==> src/rtl/serdes_pkg.sv <==
package serdes_pkg;

    parameter int SYM_W = 8;

    typedef struct packed {
        logic [SYM_W-1:0] data;
        logic             par;
    } rx_word_t;

    typedef enum logic [1:0] {
        RT_NORMAL    = 2'b00,
        RT_FACILITY  = 2'b01,
        RT_EQUIPMENT = 2'b10,
        RT_SPLIT     = 2'b11
    } route_t;

    function automatic logic odd_ones(input logic [SYM_W-1:0] v);
        return ^v;
    endfunction

    function automatic route_t route_of(input logic fac, input logic eq);
        return route_t'({eq, fac});
    endfunction

    function automatic logic turns_line(input route_t r);
        return (r == RT_FACILITY) || (r == RT_SPLIT);
    endfunction

    function automatic logic turns_host(input route_t r);
        return (r == RT_EQUIPMENT) || (r == RT_SPLIT);
    endfunction

endpackage

==> src/rtl/sd_strobe_gen.sv <==
module sd_strobe_gen #(
    parameter int PERIOD    = 8,
    parameter int RX_OFFSET = 0
) (
    input  logic clk,
    input  logic rst,
    output logic tx_stb,
    output logic rx_stb
);
    localparam int CW    = (PERIOD > 1) ? $clog2(PERIOD) : 1;
    localparam int LAST  = PERIOD - 1;
    localparam int RX_AT = (LAST + RX_OFFSET) % PERIOD;

    logic [CW-1:0] cnt;
    logic [CW:0]   gap;

    always_ff @(posedge clk) begin
        if (rst) begin
            cnt <= '0;
        end else if (cnt == CW'(LAST)) begin
            cnt <= '0;
        end else begin
            cnt <= cnt + 1'b1;
        end
    end

    assign tx_stb = (cnt == CW'(LAST));
    assign rx_stb = (cnt == CW'(RX_AT));

    // independent spacing counter for the checker
    always_ff @(posedge clk) begin
        if (rst || tx_stb) gap <= '0;
        else               gap <= gap + 1'b1;
    end

    assert_strobe_gap_R1: assert property (@(posedge clk) disable iff (rst)
        tx_stb |-> (gap == (CW+1)'(LAST)));
    assert_strobe_single_R1: assert property (@(posedge clk) disable iff (rst)
        tx_stb |=> !tx_stb);

endmodule

==> src/rtl/sd_tx_ser.sv <==
module sd_tx_ser
    import serdes_pkg::*;
(
    input  logic             clk,
    input  logic             rst,
    input  logic             ld_stb,
    input  logic [SYM_W-1:0] tx_byte,
    input  logic             tx_par,
    output logic             tx_bit,
    output logic             perr
);
    logic [SYM_W-1:0] shreg;
    logic [SYM_W-1:0] held;
    logic             held_par;

    always_ff @(posedge clk) begin
        if (rst) begin
            shreg    <= '0;
            held     <= '0;
            held_par <= 1'b0;
            perr     <= 1'b0;
        end else if (ld_stb) begin
            shreg    <= tx_byte;
            held     <= tx_byte;
            held_par <= tx_par;
            perr     <= (odd_ones(held) != held_par);
        end else begin
            shreg    <= {shreg[SYM_W-2:0], 1'b0};
        end
    end

    assign tx_bit = shreg[SYM_W-1];

    assert_msb_first_R2: assert property (@(posedge clk) disable iff (rst)
        ld_stb |=> (tx_bit == $past(tx_byte[SYM_W-1])));
    assert_perr_hold_R6: assert property (@(posedge clk) disable iff (rst)
        !ld_stb |=> $stable(perr));

endmodule

==> src/rtl/sd_rx_deser.sv <==
module sd_rx_deser
    import serdes_pkg::*;
#(
    parameter int STAGES = 4
) (
    input  logic     clk,
    input  logic     rst,
    input  logic     cap_stb,
    input  logic     ser_bit,
    output rx_word_t word
);
    logic [SYM_W-1:0] sh;
    logic [SYM_W-1:0] assembled;
    rx_word_t         pipe [STAGES];

    assign assembled = {sh[SYM_W-2:0], ser_bit};

    always_ff @(posedge clk) begin
        if (rst) sh <= '0;
        else     sh <= assembled;
    end

    always_ff @(posedge clk) begin
        if (rst) begin
            for (int s = 0; s < STAGES; s++) pipe[s] <= '0;
        end else if (cap_stb) begin
            pipe[0] <= '{data: assembled, par: odd_ones(assembled)};
            for (int s = 1; s < STAGES; s++) pipe[s] <= pipe[s-1];
        end
    end

    assign word = pipe[STAGES-1];

    assert_rx_stable_R8: assert property (@(posedge clk) disable iff (rst)
        !cap_stb |=> $stable(word));
    assert_rx_parity_R7: assert property (@(posedge clk) disable iff (rst)
        word.par == odd_ones(word.data));

endmodule

==> src/rtl/sd_loop_route.sv <==
module sd_loop_route
    import serdes_pkg::*;
(
    input  logic clk,
    input  logic rst,
    input  logic fac_lb,
    input  logic eq_lb,
    input  logic ser_in,
    input  logic tx_bit,
    output logic ser_out,
    output logic rx_src
);
    route_t route;
    logic   in_q;

    assign route = route_of(fac_lb, eq_lb);

    always_ff @(posedge clk) begin
        if (rst) begin
            in_q    <= 1'b0;
            ser_out <= 1'b0;
        end else begin
            in_q    <= ser_in;
            ser_out <= turns_line(route) ? in_q : tx_bit;
        end
    end

    assign rx_src = turns_host(route) ? tx_bit : in_q;

    assert_fac_path_R3: assert property (@(posedge clk) disable iff (rst)
        ($past(fac_lb) && !$past(rst) && !$past(rst, 2)) |-> (ser_out == $past(ser_in, 2)));
    assert_eq_tx_out_R4: assert property (@(posedge clk) disable iff (rst)
        ($past(!fac_lb) && !$past(rst)) |-> (ser_out == $past(tx_bit)));

endmodule

==> src/rtl/serdes_loop_top.sv <==
module serdes_loop_top
    import serdes_pkg::*;
#(
    parameter int RX_STAGES = 4,
    parameter int RX_OFFSET = 0
) (
    input  logic             clk,
    input  logic             rst,
    input  logic             fac_lb,
    input  logic             eq_lb,
    input  logic [SYM_W-1:0] tx_byte,
    input  logic             tx_par,
    output logic             tx_perr,
    output logic             tx_strobe,
    output logic             ser_out,
    input  logic             ser_in,
    output logic [SYM_W-1:0] rx_byte,
    output logic             rx_par,
    output logic             rx_strobe
);
    logic     tx_bit;
    logic     rx_src;
    rx_word_t rx_word;

    sd_strobe_gen #(.PERIOD(SYM_W), .RX_OFFSET(RX_OFFSET)) u_stb (
        .clk(clk), .rst(rst), .tx_stb(tx_strobe), .rx_stb(rx_strobe)
    );

    sd_tx_ser u_tx (
        .clk(clk), .rst(rst), .ld_stb(tx_strobe), .tx_byte(tx_byte),
        .tx_par(tx_par), .tx_bit(tx_bit), .perr(tx_perr)
    );

    sd_loop_route u_route (
        .clk(clk), .rst(rst), .fac_lb(fac_lb), .eq_lb(eq_lb), .ser_in(ser_in),
        .tx_bit(tx_bit), .ser_out(ser_out), .rx_src(rx_src)
    );

    sd_rx_deser #(.STAGES(RX_STAGES)) u_rx (
        .clk(clk), .rst(rst), .cap_stb(rx_strobe), .ser_bit(rx_src), .word(rx_word)
    );

    assign rx_byte = rx_word.data;
    assign rx_par  = rx_word.par;

    assert_reset_quiet_R9: assert property (@(posedge clk)
        $past(rst) |-> (!tx_perr && !ser_out && (rx_byte == '0)));

endmodule

==> config.mk <==
export PLATFORM = sky130hd
export DESIGN_NAME = serdes_loop_top
export DESIGN_NICKNAME = d
export VERILOG_FILES = /design/src/rtl/serdes_pkg.sv /design/src/rtl/sd_strobe_gen.sv /design/src/rtl/sd_tx_ser.sv /design/src/rtl/sd_rx_deser.sv /design/src/rtl/sd_loop_route.sv /design/src/rtl/serdes_loop_top.sv
export SDC_FILE = /design/constraint.sdc
export NUM_CORES = 1
export LEC_CHECK = 0
export BUFFER_PORTS_ARGS = -buffer_cell sky130_fd_sc_hd__buf_2
export CAP_MARGIN = 20
export CORE_MARGIN = 2
export CORE_UTILIZATION = 49
export CTS_CLUSTER_SIZE = 8
export DETAILED_ROUTE_END_ITERATION = 16
export HOLD_SLACK_MARGIN = 0.15
export PLACE_DENSITY = 0.74
export SLEW_MARGIN = 25
export SYNTH_ARGS = -nofsm -noshare
export SYNTH_HDL_FRONTEND = slang
export SYNTH_SLANG_ARGS = --single-unit
==> constraint.sdc <==
create_clock -name clk -period 1.9 [get_ports clk]
set_input_delay 0.095 -clock clk [delete_from_list [all_inputs] [get_ports clk]]
set_output_delay 0.095 -clock clk [all_outputs]
set_load 0.02 [all_outputs]
==> results of run 1 <==
==> power by group through the flow <==
| stage | Clock [mW] | Combinational [mW] | Sequential, mW |
|---|---|---|---|
| after floorplan | 0 | 0.0648 | 1.58 |
| after global placement | 0 | 0.0881 | 1.58 |
| after detailed placement | 0 | 0.0896 | 1.58 |
| after CTS | 1.02 | 0.112 | 1.55 |
| after global routing | 1.08 | 0.124 | 1.55 |
| final | 0.990 | 0.111 | 1.55 |
==> worst reg2reg max path, cell delays in order, from the launching register on <==
cell	delay (ns)
dfxtp_1	0.32
mux2i_1	0.33
xnor3_1	0.49
xnor2_1	0.16
nor2_1	0.05
==> sequential cells by signal, indices dropped and copies added, names as in the netlist <==
signal / flops
u_rx.pipe: 36
u_tx.held: 8
u_tx.shreg: 8
u_rx.sh: 7
u_stb.cnt: 3
u_route.in_q: 1
u_route.ser_out: 1
u_tx.held_par: 1
u_tx.perr: 1
==> area by class of cell <==
| class | count | area (um^2) | share of cell area (%) |
|---|---|---|---|
| Multi-Input combinational cell | 111 | 727 | 24.5 |
| Clock inverter | 4 | 18.8 | 0.632 |
| Inverter | 2 | 7.51 | 0.253 |
| Timing Repair Buffer | 44 | 303 | 10.2 |
| Sequential cell | 66 | 1680 | 56.6 |
| Tap cell | 70 | 87.6 | 2.95 |
| Clock buffer | 12 | 145 | 4.89 |
==> cells in the mapped netlist <==
library cell	n	area, um^2
mux2i_1	4	40.0
buf_4	9	67.6
nor3_1	1	5.00
nand2b_1	13	81.3
xor2_1	1	8.76
ha_1	2	25.0
clkbuf_1	8	30.0
inv_1	2	7.51
xnor2_1	9	78.8
a21oi_1	14	70.1
and3_1	1	6.26
nor2b_1	8	50.1
buf_1	1	3.75
edfxtp_1	36	1080
or2b_1	2	15.0
nor2_1	9	33.8
xnor3_1	2	45.0
or3_1	1	6.26
nand2_1	7	26.3
or2_2	1	6.26
nor3b_1	1	7.51
dfxtp_1	30	601
and2_1	35	219
==> kinds of logic after synthesis <==
group / Yosys count / share of synthesized area (%)
simple gates: 79 / 18.2
flops: 66 / 66.9
buf+inv: 20 / 4.33
compound gates: 14 / 2.79
xor+xnor: 12 / 5.27
mux: 4 / 1.59
fa+ha+maj: 2 / 0.995
==> cell usage in the layout (no fill, tap or decap), types with 8 or more instances in the layout <==
master          n
nand2b_1       13
dlygate4sd3_1  15
xnor2_1         9
a21oi_1        14
edfxtp_1       36
and2_1         35
buf_2          26
nor2_1          9
dfxtp_1        30
nor2b_1         8
clkbuf_8       10
==> per-stage QoR <==
| stage | std cells | setup slack, ns | area [um^2] | hold slack [ns] |
|---|---|---|---|---|
| 5_1_grt | 309 | 0.166 | 2970 | 0.463 |
| 6_report | 309 | 0.206 | 2970 | 0.427 |
| 2_1_floorplan | 197 | 0.103 | 2520 | 0.217 |
| 4_1_cts | 309 | 0.194 | 2970 | 0.426 |
| 3_3_place_gp | 278 | 0.352 | 2660 | 0.307 |
| 3_5_place_dp | 278 | 0.297 | 2660 | 0.316 |
==> worst min path at each step <==
stage	startpoint	to	slack [ns]	cells past startpoint
after floorplan	tx_byte[0]	u_tx.shreg[0]	0.22	1
after global placement	ser_in	u_route.in_q	0.31	2
after detailed placement	ser_in	u_route.in_q	0.32	2
after CTS	u_stb.cnt[0]	u_stb.cnt[0]	0.43	1
after global routing	u_stb.cnt[0]	u_stb.cnt[0]	0.46	1
final	u_stb.cnt[0]	u_stb.cnt[0]	0.43	1
==> repair_timing <==
action | 4_1_cts | 5_1_grt
hold buffers | 15 | 0
endpoints found under the hold margin | 20 | 0
resized for setup | 0 | 0
==> routing by layer <==
metal,up-vias,global-route usage [%],wire length [um]
met5,-,0,0
met4,0,9.36,97
met3,9,6.22,155
met2,29,21.4,1700
met1,635,15.8,1470
li1,712,-,-
==> results by group, run 1 <==
Status
  • Outcome: finished clean

Power
  • Pwr/cell area: 892 nW/um^2
  • Comb power frac: 4.2%
  • Internal power: 2.09 mW
  • Reg power frac: 58.4%
  • Sw Share: 21.1%
  • Leak: 1.19 nW
  • Worst vdd ir: 0.528 mV
  • Clock Power Share: 37.4%
  • Total power: 2.65 mW
  • Sw Pwr: 0.559 mW

STA
  • Final hold vios: 0
  • Setup TNS: 0 ns
  • Final cycle utilization of the critical path: 89.1%
  • Slew Limit Fails: 0
  • Slew @ Worst Pin: 0.514 ns
  • RSZ-0062 raised after global routing: no
  • Final Skew: 0.00599 ns
  • Shortest period the worst path allows: 1.69 ns
  • FMAX: 590 MHz
  • # setup viols final: 0
  • Relative slew slack: 65.7%

Synth
  • Yosys warning total: 0
  • Post-Syn Instances: 197
  • Post-synth cell types: 23
  • Avg Cell Area, Syn: 12.8 um^2
  • Seq/Total Area, Yosys: 66.9%
  • Post-synthesis register bit count: 66
  • Syn nets: 213
  • Mapped Area: 2510 um^2

Clock tree
  • Worst skew pair latency: 0.34 ns
  • TritonCTS Buffers: 9
  • CTS sink cnt: 66
  • Clock transition at path regs: 0.06 ns
  • Root Driver: clkbuf_8
  • Clock Tree Buf Depth: 2
  • Postcts setup bufs: 0
  • CTS tree: done
  • H-tree levels: 3

Setup path
  • R2r worst-path depth: 4
  • Worst setup path class: primary input to flip-flop
  • Slowest-stage cell, CP: dlygate4sd3_1
  • Crit path DAT: 1.79 ns
  • Crit path to: u_rx.pipe[0][0]
  • Crit path launch: eq_lb
  • Worst reg2reg setup slack: 0.31 ns
  • Critical Path Start Type: primary input
  • Worst setup EP type: flip-flop
  • Bufs and invs on worst path: 2
  • CP Cell Sequence: dlygate4sd3_1 > buf_2 > mux2i_1 > xnor3_1 > xnor2_1 > nor2_1
  • Top delay family on crit path: XOR/XNOR gates
  • WP depth: 6
  • Worst reg2reg path startpoint: u_tx.shreg[7]
  • Slowest stage delay, CP: 0.52 ns
  • Worst reg2reg endpoint: u_rx.pipe[0][0]
  • Worst-path fanout max: 3
  • Critical Path RT: 1.99 ns

Route
  • DRT Wirelength: 3420 um
  • Post-DR wirelength/cell: 11.1 um
  • Initial DRC Count: 67
  • DRC viols: 0
  • TritonRoute pass-1 iters: 4
  • Via Count: 1385
  • Antenna viol nets, final: 0
  • DR vias/cell: 4.48

Placement
  • Port-buffer cells: 26
  • DP Wirelength: 2040 um
  • GP Congestion: 0.730

GRT
  • Grt ovf: 0
  • Antenna violations before repair: 0
  • First-pass GRT wire length: 5550 um
  • Largest net degree at the start of global routing: 40
  • Number of global-route vias before repair: 1318
  • GRT Total Usage: 14.0%

Die
  • Die area: 5720 um^2
  • Initial Util: 49.9%
  • Core Area: 5040 um^2
  • # IOs: 27
  • FP Rows: 26
  • Die span in y: 75.6 um
  • Die Width: 75.6 um

Final layout
  • Filler cells: 404
  • Area grow syn2layout: 18.1%
  • Antenna cell count: 0
  • Layout cells sized above 1: 18.0%
  • Net count, final: 250
  • Fin util: 58.9%

Min path
  • Hold WC Path Type: flip-flop to flip-flop

Run
  • Max_cap viols: 0
(Power assumes the default switching activity.)
==> inputs of run 2 (changes only) <==
- CORE_UTILIZATION: 49 -> 51
- PLACE_DENSITY: 0.74 -> 0.77
==> results by group, run 2 (synthesis results as in run 1) <==
Status
  • Outcome: finished clean

Setup path
  • Worst setup EP type: flip-flop
  • Slowest-stage cell, CP: dlygate4sd3_1
  • Worst setup path class: primary input to flip-flop
  • Worst-path fanout max: 3
  • CP Cell Sequence: dlygate4sd3_1 > buf_2 > mux2i_1 > xnor3_1 > xnor2_1 > nor2_1
  • Critical Path RT: 2.00 ns
  • Critical Path Start Type: primary input
  • Slowest stage delay, CP: 0.52 ns
  • Crit path DAT: 1.79 ns

Die
  • Initial Util: 52.9%
  • Die area: 5510 um^2
  • FP Rows: 25
  • Die span in y: 74.2 um
  • Die Width: 74.2 um
  • # IOs: 27
  • Core Area: 4750 um^2

Final layout
  • Layout cells sized above 1: 18.5%
  • Antenna cell count: 0
  • Net count, final: 249
  • Most frequent cells in the layout: edfxtp_1 (36), and2_1 (35), dfxtp_1 (30), buf_2 (26), a21oi_1 (14)
  • Largest registers: u_rx.pipe (36), u_tx.held (8), u_tx.shreg (8)
  • Commonest non-fill, non-tap cell in the layout: edfxtp_1
  • Largest reg by FF count: u_rx.pipe
  • Area grow syn2layout: 18.3%
  • Largest register FFs: 36

Run
  • Max_cap viols: 0

Power
  • Pwr/cell area: 921 nW/um^2
  • Total power: 2.74 mW
  • Worst vdd ir: 0.481 mV
  • Leak: 1.19 nW

STA
  • Worst Setup Slack, final: 0.209 ns
  • Shortest period the worst path allows: 1.69 ns
  • RSZ-0062 raised after global routing: no
  • Final Skew: 0.00915 ns
  • FMAX: 592 MHz
  • Relative slew slack: 65.5%
  • Final cycle utilization of the critical path: 89.0%
  • # setup viols final: 0
  • Slew Limit Fails: 0
  • Setup TNS: 0 ns
  • Slew @ Worst Pin: 0.518 ns
  • Final hold vios: 0

Clock tree
  • CTS tree: done
  • Root Driver: clkbuf_8
  • Postcts setup bufs: 0
  • Worst skew pair latency: 0.34 ns
  • Clock Tree Buf Depth: 2
  • TritonCTS Buffers: 9
  • CTS sink cnt: 66
  • # resized after CTS: 0
  • Clock transition at path regs: 0.07 ns
  • H-tree levels: 3

Route
  • Initial DRC Count: 77
  • DRT Wirelength: 3580 um
  • DRC viols: 0
  • Antenna viol nets, final: 0
  • Post-DR wirelength/cell: 11.7 um
  • Via Count: 1372
  • TritonRoute pass-1 iters: 4
  • DR vias/cell: 4.50

GRT
  • Number of global-route vias before repair: 1358
  • Antenna violations before repair: 0
  • GRT Total Usage: 14.9%
  • Largest net degree at the start of global routing: 40
  • Grt ovf: 0
  • First-pass GRT wire length: 5850 um

Placement
  • DP Wirelength: 2050 um
  • GP Congestion: 0.749
  • Setup WS pre-CTS: 0.319 ns
  • Port-buffer cells: 26

Min path
  • Hold WC Path Type: flip-flop to flip-flop
[run 2: cell type report]
type,instances,area [um^2]
clock buffer,14,174
clock inverter,2,10.0
fill,394,1780
inverter,2,7.51
multi-input combinational,111,727
sequential,66,1680
tap,67,83.8
timing repair buffer,43,290
[run 2: worst paths after layout]
kind                                    start               to  slack, ns  depth (start not counted)
worst min-delay path             u_stb.cnt[0]     u_stb.cnt[0]       0.44                          1
worst max register to register  u_tx.shreg[7]  u_rx.pipe[0][0]       0.30                          4
worst min register to register   u_stb.cnt[0]     u_stb.cnt[0]       0.44                          1
worst max-delay path                    eq_lb  u_rx.pipe[0][0]       0.21                          6
[run 2: where the power goes]
group | internal (mW) | total (mW) | switching (mW)
Clock | 0.586 | 1.08 | 0.493
Combinational | 0.0522 | 0.110 | 0.0580
Sequential | 1.54 | 1.55 | 0.0105
[run 2: routing by layer]
metal	up-vias	track usage, %	part of all wire [%]
met5	-	0	0
met3	10	6.50	4.4
met4	0	7.74	2.3
li1	716	-	-
met1	618	18.0	48
met2	28	22.7	46
[run 2: what timing repair did]
action,CTS,global route
endpoints found under the hold margin,26,0
setup endpoints to repair,0,0
hold buffers,13,0
[run 2: stage by stage]
stage | cells | hold WS (ns) | instance area, um^2 | util [%]
after floorplan | 197 | 0.217 | 2520 | -
after global placement | 276 | 0.305 | 2660 | 55.9
after detailed placement | 276 | 0.314 | 2660 | 55.9
after CTS | 305 | 0.446 | 2970 | 62.6
after global routing | 305 | 0.466 | 2970 | 62.6
final | 305 | 0.440 | 2970 | 62.6
[run 2: worst max-delay path: cells and delay by family]
family / cells / cell delay, ns
simple gates: 1 / 0.06
buf+inv: 2 / 0.62
xor+xnor: 2 / 0.68
mux: 1 / 0.33
